File: src/rtl/negext_pkg.sv
// Package negext_pkg
// Shared operation codes for the extend/negate/decrement-test slice.
// Assumes the decoder is the only producer of these codes.
package negext_pkg;
    typedef enum logic [2:0] {
        OP_NONE,
        OP_SEXT_B,
        OP_SEXT_W,
        OP_ZEXT_B,
        OP_ZEXT_W,
        OP_NEG,
        OP_NEGC,
        OP_DECT
    } alu_op_e;
endpackage

File: src/rtl/negext_decode.sv
// Module negext_decode
// Maps a 16-bit instruction word onto an operation code and pulls out both
// register indices. It is purely combinational. It assumes the fixed field
// positions: destination at 11:8 and source at 7:4.
module negext_decode
    import negext_pkg::*;
#(
    parameter int IW   = 16,
    parameter int IDXW = 4
) (
    input  logic [IW-1:0]   instr,
    output alu_op_e         op,
    output logic [IDXW-1:0] dst_idx,
    output logic [IDXW-1:0] src_idx
);
    localparam int DST_LSB = 8;
    localparam int SRC_LSB = 4;

    // Index fields are fixed bit slices of the word.
    assign dst_idx = instr[DST_LSB +: IDXW];
    assign src_idx = instr[SRC_LSB +: IDXW];

    // Select the operation from the major nibble and the low field.
    always_comb begin
        op = OP_NONE;
        if (instr[IW-1 -: 4] == 4'b0110) begin
            unique case (instr[3:0])
                4'b1110: op = OP_SEXT_B;
                4'b1111: op = OP_SEXT_W;
                4'b1100: op = OP_ZEXT_B;
                4'b1101: op = OP_ZEXT_W;
                4'b1011: op = OP_NEG;
                4'b1010: op = OP_NEGC;
                default: op = OP_NONE;
            endcase
        end else if (instr[IW-1 -: 4] == 4'b0100 && instr[7:0] == 8'b0001_0000) begin
            op = OP_DECT;
        end
    end
endmodule

File: src/rtl/negext_extend.sv
// Module negext_extend
// Sign or zero extends the low byte or halfword of the source operand to the
// full width. It only sees the low HALFW bits, because no extend mode reads
// more. Its output is ignored for non-extend codes.
module negext_extend
    import negext_pkg::*;
#(
    parameter int XLEN  = 32,
    parameter int BYTEW = 8,
    parameter int HALFW = 16
) (
    input  alu_op_e           op,
    input  logic [HALFW-1:0]  src,
    output logic [XLEN-1:0]   res
);
    localparam int BFILL = XLEN - BYTEW;
    localparam int HFILL = XLEN - HALFW;

    // Pick the fill pattern for the requested width and signedness.
    always_comb begin
        unique case (op)
            OP_SEXT_B: res = {{BFILL{src[BYTEW-1]}}, src[BYTEW-1:0]};
            OP_SEXT_W: res = {{HFILL{src[HALFW-1]}}, src};
            OP_ZEXT_B: res = {{BFILL{1'b0}}, src[BYTEW-1:0]};
            OP_ZEXT_W: res = {{HFILL{1'b0}}, src};
            default:   res = '0;
        endcase
    end
endmodule

File: src/rtl/negext_arith.sv
// Module negext_arith
// Holds the subtracting operations: negate, negate with borrow, and decrement
// with zero test. It also produces the next T value and a T write strobe. It
// assumes t_in is the machine's current T flag.
module negext_arith
    import negext_pkg::*;
#(
    parameter int XLEN = 32
) (
    input  alu_op_e          op,
    input  logic [XLEN-1:0]  rn,
    input  logic [XLEN-1:0]  rm,
    input  logic             t_in,
    output logic [XLEN-1:0]  res,
    output logic             t_out,
    output logic             t_we
);
    localparam int WW = XLEN + 1;

    logic [WW-1:0]   negc_wide;
    logic [XLEN-1:0] neg_val;
    logic [XLEN-1:0] dec_val;

    // One extra bit on the subtraction carries the borrow out.
    assign negc_wide = {WW{1'b0}} - {1'b0, rm} - {{XLEN{1'b0}}, t_in};
    assign neg_val   = {XLEN{1'b0}} - rm;
    assign dec_val   = rn - {{(XLEN-1){1'b0}}, 1'b1};

    // Route the selected difference and any T side effect.
    always_comb begin
        res   = '0;
        t_out = t_in;
        t_we  = 1'b0;
        unique case (op)
            OP_NEG:  res = neg_val;
            OP_NEGC: begin
                res   = negc_wide[XLEN-1:0];
                t_out = negc_wide[XLEN];
                t_we  = 1'b1;
            end
            OP_DECT: begin
                res   = dec_val;
                t_out = (dec_val == '0);
                t_we  = 1'b1;
            end
            default: ;
        endcase
    end
endmodule

File: src/rtl/negext_alu.sv
// Module negext_alu
// Top of the slice. It decodes the issued word, evaluates it in the extend and
// arithmetic units, and registers the result, write enable, indices and T.
// It assumes the operands on rn_data_i and rm_data_i belong to the indices in
// instr_i during the same cycle.
module negext_alu
    import negext_pkg::*;
#(
    parameter int XLEN = 32,
    parameter int IW   = 16,
    parameter int IDXW = 4
) (
    input  logic            clk,
    input  logic            rst_n,
    input  logic            issue_i,
    input  logic [IW-1:0]   instr_i,
    input  logic [XLEN-1:0] rn_data_i,
    input  logic [XLEN-1:0] rm_data_i,
    output logic [XLEN-1:0] result_o,
    output logic            wr_en_o,
    output logic [IDXW-1:0] dst_idx_o,
    output logic [IDXW-1:0] src_idx_o,
    output logic            tflag_o
);
    localparam int BYTEW = 8;
    localparam int HALFW = 16;

    alu_op_e         op;
    logic [IDXW-1:0] dst_w;
    logic [IDXW-1:0] src_w;
    logic [XLEN-1:0] ext_res;
    logic [XLEN-1:0] ari_res;
    logic            t_next;
    logic            t_we;
    logic            is_ext;
    logic [XLEN-1:0] sel_res;

    negext_decode #(.IW(IW), .IDXW(IDXW)) u_dec (
        .instr   (instr_i),
        .op      (op),
        .dst_idx (dst_w),
        .src_idx (src_w)
    );

    negext_extend #(.XLEN(XLEN), .BYTEW(BYTEW), .HALFW(HALFW)) u_ext (
        .op  (op),
        .src (rm_data_i[HALFW-1:0]),
        .res (ext_res)
    );

    negext_arith #(.XLEN(XLEN)) u_ari (
        .op    (op),
        .rn    (rn_data_i),
        .rm    (rm_data_i),
        .t_in  (tflag_o),
        .res   (ari_res),
        .t_out (t_next),
        .t_we  (t_we)
    );

    // Choose between the two execution units.
    assign is_ext  = (op == OP_SEXT_B) || (op == OP_SEXT_W) ||
                     (op == OP_ZEXT_B) || (op == OP_ZEXT_W);
    assign sel_res = is_ext ? ext_res : ari_res;

    // Register the write-back fields for the issued word.
    always_ff @(posedge clk) begin
        if (!rst_n) begin
            result_o  <= '0;
            wr_en_o   <= 1'b0;
            dst_idx_o <= '0;
            src_idx_o <= '0;
        end else begin
            wr_en_o <= issue_i && (op != OP_NONE);
            if (issue_i) begin
                result_o  <= sel_res;
                dst_idx_o <= dst_w;
                src_idx_o <= src_w;
            end
        end
    end

    // Hold the T flag, updating it only for ops that define it.
    always_ff @(posedge clk) begin
        if (!rst_n) begin
            tflag_o <= 1'b0;
        end else if (issue_i && t_we) begin
            tflag_o <= t_next;
        end
    end
endmodule

File: config.mk
export PLATFORM = sky130hd
export DESIGN_NAME = negext_alu
export DESIGN_NICKNAME = d
export VERILOG_FILES = /design/src/rtl/negext_pkg.sv /design/src/rtl/negext_decode.sv /design/src/rtl/negext_extend.sv /design/src/rtl/negext_arith.sv /design/src/rtl/negext_alu.sv
export SDC_FILE = /design/constraint.sdc
export NUM_CORES = 1
export LEC_CHECK = 0
export ABC_AREA = 1
export BUFFER_PORTS_ARGS = -buffer_cell sky130_fd_sc_hd__buf_4
export CAP_MARGIN = 20
export CELL_PAD_IN_SITES_DETAIL_PLACEMENT = 1
export CELL_PAD_IN_SITES_GLOBAL_PLACEMENT = 1
export CORE_MARGIN = 2
export CORE_UTILIZATION = 36
export DETAILED_ROUTE_END_ITERATION = 10
export PLACE_DENSITY = 0.81
export SKIP_CTS_REPAIR_TIMING = 1
export SYNTH_ARGS = -nofsm -noshare
export SYNTH_HDL_FRONTEND = slang
export SYNTH_SLANG_ARGS = --single-unit
File: constraint.sdc
create_clock -name clk -period 4 [get_ports clk]
set_input_delay 0.8 -clock clk [delete_from_list [all_inputs] [get_ports clk]]
set_output_delay 0.8 -clock clk [all_outputs]
set_load 0.02 [all_outputs]
---- After elaboration in Yosys (flattened, before gate mapping) ----
Index checks and enable logic that the tools add are counted.
cells by class
  equality and inequality tests ........... 16
  multiplexer cells ....................... 8
  reductions and logical operators ........ 11
  $add $sub $neg .......................... 4
operators by type and width
  kind                                                  count
  one-hot mux 32 bit (4 select lines)                   1
  one-hot mux 32 bit (3 select lines)                   1
  subtractor 1 x 32 -> 33 bit (first input constant)    1
  subtractor 33 x 1 -> 33 bit                           1
  zero test 32 bit                                      1
  two-way mux 32 bit                                    1
  subtractor 1 x 32 -> 32 bit (first input constant)    1
  subtractor 32 x 1 -> 32 bit (second input constant)   1
  equality test 4 bit (second input constant)           6
  one-hot mux 3 bit (6 select lines)                    1
  equality test 3 bit (second input constant)           4
  equality test 4 x 3 -> 1 bit (second input constant)  2
  equality test 8 x 5 -> 1 bit (second input constant)  1
  equality test 3 x 2 -> 1 bit (second input constant)  2
  two-way mux 3 bit                                     2
  equality test 3 x 1 -> 1 bit (second input constant)  1
  logical AND 1 bit                                     3
  logical OR 1 bit                                      3
  nonzero test 3 bit                                    1
  one-hot mux 1 bit (2 select lines)                    1
  AND reduction 2 bit                                   1
  nonzero test 2 bit                                    1
  OR reduction 2 bit                                    1
  two-way mux 1 bit                                     1
storage, ports and cells
  logic and storage cells ................. 44
  output and inout port bits .............. 42
  input port bits ......................... 83
  register bits ........................... 42

---- Logic depth before layout (Yosys ltp) ----
  depth in word-level cells ............... 9
  depth in mapped cells ................... 17
  gate-level depth less buffers ........... 17

---- By module ----
A second synthesis with hierarchy kept.
unflattened totals
  cells, all modules ...................... 1,348
  area total of the unflattened synthesis .. 7,662.3 µm²
by module, submodules not included
  module         cells an instance  area each (µm²)  sequential area each (µm²)  instances
  negext_arith   914                4,812.1          0.0                         1
  negext_alu     327                2,306.0          840.8                       1
  negext_extend  58                 324.1            0.0                         1
  negext_decode  49                 220.2            0.0                         1

---- Worst setup path after synthesis ----
Ideal clock, no wire load.
  kind .................................... input to register
  from .................................... in rm_data_i[6]
  to ...................................... reg result_o[24]
  data required time ...................... 3.891 ns
  data arrival time ....................... 2.241 ns
  buffers on the path ..................... 0
  stages on the path ...................... 14
  setup slack ............................. 1.650 ns
  setup time .............................. 0.109 ns
  cell sequence ........................... inv_1 ha_1 o21ai_0 inv_1 nand3_1 nand2_1 nand2_1 nand3_1 nand2_1 nand2_1 nand3_1 nand3b_1 nand2_1 inv_1
on the way
  cells in the longest elaborated chain, start to end .. 4
  elaborated cells on any way between the ends .. 5
  classes of those cells .................. 3 x add/sub; 2 x mux
ends and longest elaborated chain
  what                                   RTL line            text
  from (decl)                            negext_alu.sv:18    input logic [XLEN-1:0] rm_data_i,
  subtractor 1 x 32 -> 33 bit            negext_arith.sv:25  assign negc_wide = {WW{1'b0}} - {1'b0, rm} - {{XLEN{1'b0}}, t_in};
  subtractor 33 x 1 -> 33 bit            negext_arith.sv:25
  one-hot mux 32 bit (3 select lines) *  negext_arith.sv:34  unique case (op)
  two-way mux 32 bit *                   negext_alu.sv:64    assign sel_res = is_ext ? ext_res : ari_res;
  to (signal assigned)                   negext_alu.sv:76    result_o <= sel_res;
  to (decl)                              negext_alu.sv:19    output logic [XLEN-1:0] result_o,
Every way passes the cells marked *; elsewhere a longest branch is shown, timed or not.
A chain may end at the register's enable or synchronous reset.

---- Worst setup path after layout ----
  from .................................... in instr_i[1]
  to ...................................... reg result_o[6]
on the way
  cells in the longest elaborated chain, start to end .. 9
  elaborated cells on any way between the ends .. 24
  classes of those cells .................. 14 x eq/ne; 6 x mux; 4 x reduce/logical
ends and longest elaborated chain
  what                                                                                         RTL line             text
  from (decl)                                                                                  negext_alu.sv:16     input logic [IW-1:0] instr_i,
  equality test 8 x 5 -> 1 bit                                                                 negext_decode.sv:36  end else if (instr[IW-1 -: 4] == 4'b0100 && instr[7:0] == 8'b0001_0000) begin
  logical AND 1 bit                                                                            negext_decode.sv:36
  two-way mux 3 bit                                                                            negext_decode.sv:36
  two-way mux 3 bit *                                                                          negext_decode.sv:26  if (instr[IW-1 -: 4] == 4'b0110) begin
  parallel branches: the longest is 4 deep, another holds one-hot mux 32 bit (4 select lines)  n/a
  two-way mux 32 bit *                                                                         negext_alu.sv:64
Mark *: on every way between the ends.

==> flow_metrics.env <==
export IMPL_highest_layer="met4"
export IMPL_crit_family="simple AND/OR/NAND/NOR gates"
export IMPL_ant_nets=0
export IMPL_fillCellCount=2727
export IMPL_cpPeakStageDelay_ns=0.58
export IMPL_clk_latency_ns=0.29
export IMPL_synthAdderAreaFrac_pct=11.7
export IMPL_antenna_found_initial=0
export IMPL_grt_pass1_vias=8788
export IMPL_wl_met3_mm=1.28
export IMPL_grt_pass1_wl_mm=45.6
export IMPL_p_seq_share_pct=28.2
export IMPL_synthFlopType="dfxtp_1"
export IMPL_die_h_um=143
export IMPL_finalCritPeriodShare_pct=73.5
export IMPL_start_util_pct=36.9
export IMPL_crit_required_ns=4.23
export IMPL_synth_top_family_by_area="simple AND/OR/NAND/NOR gates"
export IMPL_p_total_mw=1.62
export IMPL_drive_gt1_share_pct=12.5
export IMPL_synth_area_mux_share_pct=0
export IMPL_cp_slowest_cell="nor2_2"
export IMPL_route_vias_total=8552
export IMPL_ys_warn_count=0
export IMPL_nets=1535
export IMPL_ys_seq_elements=42
export IMPL_hold_violations=0
export IMPL_hold_class="reg -> reg"
export IMPL_synth_area_um2=6950
export IMPL_slew_headroom_pct=52.8
export IMPL_max_vdd_ir_drop_uv=134
export IMPL_power_density_nw_per_um2=196
export IMPL_dieWidth_um=143
export IMPL_synth_edff_count=0
export IMPL_p_clk_share_pct=26.3
export IMPL_rrSetupSlack_ns=1.39
export IMPL_setup_tns_ns=0
export IMPL_via_per_inst=5.19
export IMPL_fmax_mhz=340
export IMPL_crit_type="in -> reg"
export IMPL_combPwrFrac_pct=45.5
export IMPL_path_clk_slew_ns=0.06
export IMPL_cts_root_buffer="clkbuf_16"
export IMPL_antenna_cells=0
export IMPL_arrival_ns=3.17
export IMPL_fin_skew_ns=0.00258
export IMPL_drt_iter0_drc=477
export IMPL_drc=0
export IMPL_grt_max_degree=61
export IMPL_layout_common_cells="nand2_1 (334), nor2_1 (214), inv_1 (202), buf_4 (128), nand3_1 (121)"
export IMPL_routedWlPerCell_um=17.6
export IMPL_yosysSeqAreaShare_pct=12.1
export IMPL_wl_met1_mm=13.5
export IMPL_maxCapViolations=0
export IMPL_worstMarginPinSlew_ns=0.707
export IMPL_synth_top_cell_area_share_pct=18.0
export IMPL_dr_pass1_iters=4
export IMPL_syn_avg_cell_area_um2=5.46
export IMPL_p_int_mw=0.941
export IMPL_grt_overflow_total=0
export IMPL_gp_congestion=1.01
export IMPL_floorplan_core_area_um2=18800
export IMPL_cts_made_buffers=5
export IMPL_dieArea_um2=20400
export IMPL_status="completed"
export IMPL_async_flop_share_pct=0
export IMPL_setup_viol=0
export IMPL_rsz0062_at_grt="false"
export IMPL_grt_util_all_layers_pct=28.6
export IMPL_wl_met2_mm=13.5
export IMPL_io_buffer_count=124
export IMPL_p_sw_mw=0.677
export IMPL_power_leakage_nw=4.40
export IMPL_cts_sinks=42
export IMPL_final_common_cell="nand2_1"
export IMPL_hpwl_mm=25.1
export IMPL_synth_largest_area_cell="nand2_1"
export IMPL_finalMaxSlewViolations=0
export IMPL_cp_start_kind="input port"
export IMPL_wl_mm=29.0
export IMPL_crit_chain="buf_4, nor2_2, inv_1, nor2_1, nand3_1, nand2_2, nand2_4, nor2_2, buf_4, nand2_1, o21ai_0, a21oi_1, a21oi_2"
export IMPL_synth_area_leaders="nand2_1 (18%), dfxtp_1 (12%), ha_1 (12%)"
export IMPL_synth_xor_area_share_pct=3.91
export IMPL_cts_tree="done"
export IMPL_synth_compound_area_share_pct=12.1
export IMPL_period_minus_slack_ns=2.94
export IMPL_synth_distinct_cells=43
export IMPL_syn_to_final_growth_pct=19.1
export IMPL_path_buf_inv=3
export IMPL_swShare_pct=41.8
export IMPL_synth_cells=1272
export IMPL_cp_max_fo=16
export IMPL_cp_end_kind="flop"
export IMPL_rows=50
export IMPL_io_pins=125
export IMPL_syn_nets=1420
export IMPL_clock_path_buffers=2
export IMPL_synthSimpleGateAreaFrac_pct=47.2
export IMPL_htreeDepth=2
## layer usage
| layer | GRT usage [%] | vias to the layer above |
|---|---|---|
| met5 | 0 | - |
| li1 | - | 4278 |
| met3 | 2.25 | 42 |
| met2 | 49.4 | 230 |
| met1 | 38.1 | 4002 |
| met4 | 7.97 | 0 |
## cells in the mapped netlist (2+ instances only)
master	number
nand4_2	2
nand2_1	334
nand3_1	121
inv_1	202
nand4_1	30
nand2_4	3
nand3b_1	6
inv_2	7
a31oi_1	8
ha_1	65
xor2_1	28
nand4_4	2
nor3_1	12
and2_1	2
dfxtp_1	42
nand3_2	3
a21oi_1	51
o21bai_1	10
buf_2	5
buf_4	2
nor2_4	4
o21ai_1	10
o21ai_0	60
buf_6	3
o211ai_1	7
xnor2_1	3
a22oi_1	3
nor2_1	214
nand2_2	6
clkbuf_1	9
nor2_2	6
## registers in the layout (all words and copies together) (netlist names)
signal     flops
result_o      32
tflag_o        1
wr_en_o        1
dst_idx_o      4
src_idx_o      4
## kinds of logic (layout without fill, tap and decap cells)
logic type / Yosys count / count (layout)
AOI/OAI and AO/OA: 153 / 153
buffers and inverters: 230 / 346
xor gates and xnor gates: 31 / 31
adders and majority gates: 65 / 65
and+or+nand+nor: 751 / 751
DFF: 42 / 42
## worst paths after layout
path                     start      endpoint  cells after the start
hold / removal    src_idx_o[0]  src_idx_o[0]                      2
hold reg to reg   src_idx_o[0]  src_idx_o[0]                      2
setup / recovery    instr_i[1]   result_o[6]                     13
setup reg to reg       tflag_o  result_o[19]                     15
## layout make-up
class | count | area (um2) | area share [%]
multi-input combinational | 1000 | 5210 | 62.9
timing repair buffer | 128 | 961 | 11.6
clock buffer | 6 | 139 | 1.68
sequential | 42 | 841 | 10.2
clock inverter | 2 | 12.5 | 0.151
inverter | 210 | 788 | 9.53
tap | 260 | 325 | 3.93
## power groups by stage
stage | sequential [mW] | clock (mW) | combinational (mW)
after detailed placement | 0.465 | 0 | 0.724
final | 0.456 | 0.425 | 0.737
after CTS | 0.456 | 0.432 | 0.728
after floorplan | 0.489 | 0 | 0.407
after global placement | 0.464 | 0 | 0.712
after global routing | 0.457 | 0.451 | 0.811
## stage by stage
| stage | cells | cell area [um2] | utilization (%) | worst slack [ns] | hold slack (ns) |
|---|---|---|---|---|---|
| after floorplan | 1272 | 6950 | - | 1.65 | 0.592 |
| after global placement | 1640 | 8120 | 43.1 | 0.931 | 0.480 |
| after detailed placement | 1640 | 8120 | 43.1 | 0.796 | 0.489 |
| after CTS | 1648 | 8270 | 43.9 | 1.09 | 0.508 |
| after global routing | 1648 | 8270 | 43.9 | 0.885 | 0.527 |
| final | 1648 | 8270 | 43.9 | 1.06 | 0.502 |
## worst register-to-register path: cells and delay by family (launching register included)
family,cells,cell delay (ns)
simple gates,6,0.63
fa+ha+maj,3,0.60
buf+inv,4,0.29
compound gates,2,0.61
flops,1,0.44
(Power assumes the default switching activity.)
